**src/rtl/ldst_pkg.sv**
```systemverilog
package ldst_pkg;
  localparam int INSTR_W = 16;
  localparam int REG_IDX_W = 3;

  typedef enum logic [3:0] {
    OP_LD  = 4'b0010,
    OP_ST  = 4'b0011,
    OP_LDR = 4'b0110,
    OP_STR = 4'b0111,
    OP_LDI = 4'b1010,
    OP_STI = 4'b1011,
    OP_LEA = 4'b1110
  } op_e;

  typedef enum logic [2:0] {
    ST_IDLE,
    ST_ADDR,
    ST_RD1,
    ST_ACCESS,
    ST_DONE
  } state_e;

  function automatic logic op_valid(input logic [3:0] op);
    case (op)
      OP_LD, OP_ST, OP_LDR, OP_STR, OP_LDI, OP_STI, OP_LEA: op_valid = 1'b1;
      default: op_valid = 1'b0;
    endcase
  endfunction

  function automatic logic op_store(input logic [3:0] op);
    op_store = (op == OP_ST) || (op == OP_STR) || (op == OP_STI);
  endfunction

  function automatic logic op_indirect(input logic [3:0] op);
    op_indirect = (op == OP_LDI) || (op == OP_STI);
  endfunction

  function automatic logic op_base(input logic [3:0] op);
    op_base = (op == OP_LDR) || (op == OP_STR);
  endfunction
endpackage

```
**src/rtl/ldst_ea.sv**
```systemverilog
module ldst_ea
  import ldst_pkg::*;
#(
  parameter int WORD_W = 16
) (
  input  logic [INSTR_W-1:0] instr_i,
  input  logic [WORD_W-1:0]  pc_next_i,
  input  logic [WORD_W-1:0]  base_val_i,
  output logic [WORD_W-1:0]  ea_o
);
  localparam int PCOFF_W = 9;
  localparam int BOFF_W  = 6;

  logic [WORD_W-1:0] pc_off, base_off;

  assign pc_off   = {{(WORD_W-PCOFF_W){instr_i[PCOFF_W-1]}}, instr_i[PCOFF_W-1:0]};
  assign base_off = {{(WORD_W-BOFF_W){instr_i[BOFF_W-1]}}, instr_i[BOFF_W-1:0]};

  // one adder, operands muxed by mode
  always_comb begin
    if (op_base(instr_i[15:12])) ea_o = base_val_i + base_off;
    else                         ea_o = pc_next_i + pc_off;
  end
endmodule

```
**src/rtl/ldst_fsm.sv**
```systemverilog
module ldst_fsm
  import ldst_pkg::*;
#(
  parameter int WORD_W = 16
) (
  input  logic                 clk_i,
  input  logic                 rst_ni,
  input  logic                 start_i,
  input  logic [INSTR_W-1:0]   instr_i,
  input  logic [WORD_W-1:0]    pc_next_i,
  input  logic [WORD_W-1:0]    base_val_i,
  input  logic [WORD_W-1:0]    src_val_i,
  input  logic [WORD_W-1:0]    ea_i,
  output logic [INSTR_W-1:0]   instr_q_o,
  output logic [WORD_W-1:0]    pc_q_o,
  output logic [WORD_W-1:0]    base_q_o,
  input  logic                 mem_ready_i,
  input  logic [WORD_W-1:0]    mem_rdata_i,
  output logic [WORD_W-1:0]    mem_addr_o,
  output logic [WORD_W-1:0]    mem_wdata_o,
  output logic                 mem_rd_o,
  output logic                 mem_wr_o,
  output logic                 busy_o,
  output logic                 done_o,
  output logic                 wr_en_o,
  output logic [REG_IDX_W-1:0] wr_idx_o,
  output logic [WORD_W-1:0]    wr_data_o
);
  state_e              state_q;
  logic [INSTR_W-1:0]  instr_q;
  logic [WORD_W-1:0]   pc_q, base_q, src_q, addr_q, data_q;
  logic [3:0]          op;

  assign op = instr_q[15:12];

  always_ff @(posedge clk_i or negedge rst_ni) begin
    if (!rst_ni) begin
      state_q <= ST_IDLE;
      instr_q <= '0;
      pc_q    <= '0;
      base_q  <= '0;
      src_q   <= '0;
      addr_q  <= '0;
      data_q  <= '0;
    end else begin
      case (state_q)
        ST_IDLE: if (start_i && op_valid(instr_i[15:12])) begin
          instr_q <= instr_i;
          pc_q    <= pc_next_i;
          base_q  <= base_val_i;
          src_q   <= src_val_i;
          state_q <= ST_ADDR;
        end
        ST_ADDR: begin
          addr_q <= ea_i;
          if (op == OP_LEA) begin
            data_q  <= ea_i;
            state_q <= ST_DONE;
          end else if (op_indirect(op)) state_q <= ST_RD1;
          else                          state_q <= ST_ACCESS;
        end
        ST_RD1: if (mem_ready_i) begin
          addr_q  <= mem_rdata_i;  // pointer becomes the final address
          state_q <= ST_ACCESS;
        end
        ST_ACCESS: if (mem_ready_i) begin
          if (!op_store(op)) data_q <= mem_rdata_i;
          state_q <= ST_DONE;
        end
        ST_DONE: state_q <= ST_IDLE;
        default: state_q <= ST_IDLE;
      endcase
    end
  end

  assign instr_q_o   = instr_q;
  assign pc_q_o      = pc_q;
  assign base_q_o    = base_q;
  assign mem_addr_o  = addr_q;
  assign mem_wdata_o = src_q;
  assign mem_rd_o    = (state_q == ST_RD1) || ((state_q == ST_ACCESS) && !op_store(op));
  assign mem_wr_o    = (state_q == ST_ACCESS) && op_store(op);
  assign busy_o      = state_q != ST_IDLE;
  assign done_o      = state_q == ST_DONE;
  assign wr_en_o     = (state_q == ST_DONE) && !op_store(op);
  assign wr_idx_o    = instr_q[11:9];
  assign wr_data_o   = data_q;


  strobe_excl_chk: assert property (@(posedge clk_i) disable iff (!rst_ni)
    !(mem_rd_o && mem_wr_o));


  stall_hold_chk: assert property (@(posedge clk_i) disable iff (!rst_ni)
    ((mem_rd_o || mem_wr_o) && !mem_ready_i) |=>
      ($stable(mem_addr_o) && $stable(mem_wdata_o) && $stable(mem_rd_o) && $stable(mem_wr_o)));


  done_pulse_chk: assert property (@(posedge clk_i) disable iff (!rst_ni)
    done_o |=> !done_o);


  wr_in_done_chk: assert property (@(posedge clk_i) disable iff (!rst_ni)
    wr_en_o |-> done_o);


  idle_after_done_chk: assert property (@(posedge clk_i) disable iff (!rst_ni)
    done_o |=> !busy_o);


  idle_quiet_chk: assert property (@(posedge clk_i) disable iff (!rst_ni)
    !busy_o |-> !(mem_rd_o || mem_wr_o || done_o));
endmodule

```
**src/rtl/ldst_seq.sv**
```systemverilog
module ldst_seq
  import ldst_pkg::*;
#(
  parameter int WORD_W = 16
) (
  input  logic                 clk_i,
  input  logic                 rst_ni,
  input  logic                 start_i,
  input  logic [15:0]          instr_i,
  input  logic [WORD_W-1:0]    pc_next_i,
  input  logic [WORD_W-1:0]    base_val_i,
  input  logic [WORD_W-1:0]    src_val_i,
  output logic                 busy_o,
  output logic [WORD_W-1:0]    mem_addr_o,
  output logic [WORD_W-1:0]    mem_wdata_o,
  output logic                 mem_rd_o,
  output logic                 mem_wr_o,
  input  logic                 mem_ready_i,
  input  logic [WORD_W-1:0]    mem_rdata_i,
  output logic                 done_o,
  output logic                 wr_en_o,
  output logic [2:0]           wr_idx_o,
  output logic [WORD_W-1:0]    wr_data_o
);
  logic [INSTR_W-1:0] instr_q;
  logic [WORD_W-1:0]  pc_q, base_q, ea;

  ldst_ea #(.WORD_W(WORD_W)) u_ea (
    .instr_i    (instr_q),
    .pc_next_i  (pc_q),
    .base_val_i (base_q),
    .ea_o       (ea)
  );

  ldst_fsm #(.WORD_W(WORD_W)) u_fsm (
    .clk_i       (clk_i),
    .rst_ni      (rst_ni),
    .start_i     (start_i),
    .instr_i     (instr_i),
    .pc_next_i   (pc_next_i),
    .base_val_i  (base_val_i),
    .src_val_i   (src_val_i),
    .ea_i        (ea),
    .instr_q_o   (instr_q),
    .pc_q_o      (pc_q),
    .base_q_o    (base_q),
    .mem_ready_i (mem_ready_i),
    .mem_rdata_i (mem_rdata_i),
    .mem_addr_o  (mem_addr_o),
    .mem_wdata_o (mem_wdata_o),
    .mem_rd_o    (mem_rd_o),
    .mem_wr_o    (mem_wr_o),
    .busy_o      (busy_o),
    .done_o      (done_o),
    .wr_en_o     (wr_en_o),
    .wr_idx_o    (wr_idx_o),
    .wr_data_o   (wr_data_o)
  );
endmodule

```
**config.mk**
```make
export PLATFORM = sky130hd
export DESIGN_NAME = ldst_seq
export DESIGN_NICKNAME = d
export VERILOG_FILES = /design/src/rtl/ldst_pkg.sv /design/src/rtl/ldst_ea.sv /design/src/rtl/ldst_fsm.sv /design/src/rtl/ldst_seq.sv
export SDC_FILE = /design/constraint.sdc
export NUM_CORES = 1
export LEC_CHECK = 0
export BUFFER_PORTS_ARGS = -buffer_cell sky130_fd_sc_hd__clkbuf_2
export CORE_UTILIZATION = 54
export DETAILED_ROUTE_END_ITERATION = 10
export PLACE_DENSITY_LB_ADDON = 0.15
export SYNTH_ARGS = -nofsm -noshare
export SYNTH_HDL_FRONTEND = slang
export SYNTH_SLANG_ARGS = --single-unit
```
**constraint.sdc**
```tcl
create_clock -name clk_i -period 3.2 [get_ports clk_i]
set_clock_uncertainty 0.2 [all_clocks]
set_input_delay 0.64 -clock clk_i [delete_from_list [all_inputs] [get_ports clk_i]]
set_output_delay 0.64 -clock clk_i [all_outputs]
set_load 0.02 [all_outputs]
```
==> summary.txt <==
Routing
  • DRT Pass-1 Iters: 4
  • Post-route DRC: 0
  • Initial DRC count: 227
  • Remaining antenna violation count: 0
  • WL per Instance: 16.7 um
  • Final WL: 13700 um
  • Routed vias/inst: 5.67
  • Via count: 4648

Global routing
  • Initial antenna violation count: 0
  • Busiest metal layer after global routing: met2
  • GRT Total Usage: 0.269
  • GR Util met3: 0.0611
  • Vias in the first global route: 4668
  • M2 GR Usage: 0.453
  • First-pass GRT wire length: 23200 um
  • Overflow after GRT: 0
  • Largest net degree at the start of global routing: 65
  • GR Util met1: 0.354

STA
  • Min Tclk post-route: 2.86 ns
  • Slew Limit Fails: 0
  • RSZ-0062 raised after global routing: false
  • Slew headroom: 0.491
  • Endpoints failing hold: 0
  • Worst hold slack: 0.0885 ns
  • Worst slew pin tran: 0.763 ns
  • Total negative slack: 0 ns
  • Max Clk Rate: 350 MHz
  • Crit share post-route: 0.893
  • Final setup viols: 0

Logic synthesis
  • Number of synthesized flops with an enable pin: 0
  • Syn_nets: 663
  • Most numerous cell in the Yosys netlist: dfrtp_1
  • Top FF cell, synth: dfrtp_1
  • Synth Instances: 547
  • Post-synthesis adder-cell area fraction: 0.0724
  • Register area share after synthesis: 0.432
  • Ys Warns: 0
  • Commonest cells post-synth: dfrtp_1 (99), mux2_2 (58), nand2_1 (48)
  • Synth top area share: 0.432
  • Post-Syn Area per Cell: 10.5 um^2
  • Ys async rst share: 1.00
  • Synth Area in Compound Gates: 0.156
  • Synthesized flop and latch total: 99
  • Main combinational cell family by area after synthesis: multiplexers
  • Post-Synth XOR/XNOR Area: 0.0412
  • Synthesized-area fraction occupied by and/or/nand/nor cells: 0.110
  • Synth top area cells: dfrtp_1 (43%), mux2_2 (11%), ha_1 (6.5%)
  • Mux cell area share after synthesis: 0.161
  • Area leader, netlist: dfrtp_1
  • Distinct cells, synth: 60
  • Area of the mapped netlist: 0.00574 mm^2

Clocking
  • Clock Sinks: 99
  • TritonCTS clock tree: done
  • Worst-Skew Late Latency: 0.38 ns
  • CTS buffer count: 9
  • CTS Buffer Depth: 2
  • Post-CTS Setup Bufs: 0
  • CTS resizes: 0
  • Hold-fix buffers, CTS: 0
  • Root Driver: clkbuf_8
  • # H-tree levels: 3
  • Clk slew on worst S/H paths: 0.09 ns

Finish
  • Antenna Diode Count: 0
  • Post-route insts no fill: 820
  • Final Instance Area: 0.00675 mm^2
  • Layout Nets: 795
  • Layout cells sized above 1: 0.339
  • Area growth syn-to-layout: 17.7%

Worst setup path
  • Peak fanout along the critical path: 3
  • Crit. End Element: register
  • Slowest stage cell, crit path: fa_1
  • Worst-path cell chain: ha_1, fa_1, a211oi_1, o211ai_1, a41oi_1, xor2_1, a21oi_1, a21oi_1, o21ai_0
  • CP Buf/Inv Count: 0
  • CP delay by family, top: compound AO/OA/AOI/OAI gates
  • Worst setup SP type: register
  • CP Data Arrival Time: 2.92 ns
  • Worst path max stage delay: 0.43 ns
  • Worst Path Required: 3.26 ns
  • Critical path type: register to register
  • Most used cell along the critical path: a21oi_1

Placement
  • Cell Area, Placed: 0.00655 mm^2
  • Buffers on Ports: 139
  • Post-DP HPWL: 10800 um
  • Cell count after placement: 804
  • GPL Wtd Cong: 0.828

Outcome
  • Status: complete, no violations

Floorplan
  • Core area: 0.0103 mm^2
  • Row cnt: 37
  • Die Width: 105 um
  • Initial core utilization: 0.556
  • Die footprint: 0.0110 mm^2
  • Top Ports: 140
  • Die Y-Extent: 105 um

Pwr
  • Worst VDD drop: 680 uV
  • Power Density: 1310 mW/mm^2
  • Lkg Pwr: 3.32 nW

Run
  • Max cap viols: 0

Min path
  • Hold crit path type: primary input to asynchronous set/reset pin
## state kept, by name (all words and copies together) (netlist names)
register and cells:
u_fsm.state_q 3, u_fsm.wr_data_o 16, u_fsm.base_q_o 16, u_fsm.mem_wdata_o 16, u_fsm.instr_q_o 16, u_fsm.pc_q_o 16, u_fsm.mem_addr_o 16
## power by group
part	switching (mW)	internal [mW]
Combinational	3.35	2.35
Clock	0.429	0.403
Sequential	0.466	1.88
## kinds of logic after synthesis
family | Yosys count
muxes | 83
DFF | 99
xor gates and xnor gates | 27
buffers and inverters | 31
AOI/OAI and AO/OA | 144
adders and majority gates | 32
and+or+nand+nor | 131
## stage by stage
step | util | power [mW] | worst slack (ns)
after CTS | 0.654 | 8.91 | 0.339
final | 0.654 | 8.87 | 0.344
after global routing | 0.654 | 9.61 | 0.0978
after floorplan | - | 6.47 | 0.698
after global placement | 0.634 | 7.94 | 0.470
after detailed placement | 0.634 | 8.06 | 0.361
## final cells by class
class                           instances  area [um^2]
Clock buffer                           12          155
Clock inverter                          4         48.8
Fill cell                             865         3570
Inverter                                6         22.5
Multi-Input combinational cell        417         3100
Sequential cell                        99         2480
Tap cell                              136          170
Timing Repair Buffer                  146          776
## path summary, 6_finish.rpt
check                                                     from                                end  slack (ns)  depth (start not counted)
worst min register to register  u_fsm.wr_data_o[2]$_DFFE_PN0P_     u_fsm.wr_data_o[2]$_DFFE_PN0P_        0.29                          2
worst max-delay path            u_fsm.instr_q_o[0]$_DFFE_PN0P_    u_fsm.wr_data_o[10]$_DFFE_PN0P_        0.34                          9
worst min-delay path                                    rst_ni    u_fsm.mem_addr_o[0]$_DFFE_PN0P_        0.09                          1
max in group asynchronous                               rst_ni       u_fsm.pc_q_o[13]$_DFFE_PN0P_        2.02                          2
min in group clk_i                               src_val_i[10]  u_fsm.mem_wdata_o[10]$_DFFE_PN0P_        0.27                          2
worst max register to register  u_fsm.instr_q_o[0]$_DFFE_PN0P_    u_fsm.wr_data_o[10]$_DFFE_PN0P_        0.34                          9
## routing by layer
metal / up-vias / wire [um] / part of all wire
met3: 8 / 761 / 0.056
met5: - / 0 / 0
met4: 0 / 94 / 0.0069
met2: 140 / 6750 / 0.49
met1: 2251 / 6080 / 0.44
li1: 2249 / - / -
## layout by cell type, fill, tap and decap left out, drive strengths merged, types with 4 or more instances in the layout
master	n
clkbuf	150
dfrtp	99
mux2	63
o21ai	49
nand2	48
a21oi	45
ha	30
nor2	29
mux2i	20
xnor2	15
nand3	12
and3	12
xor2	12
a21o	10
buf	8
a211oi	7
nand2b	6
inv	6
nand4	4
a211o	4
Power figures use the tool's default switching activity.
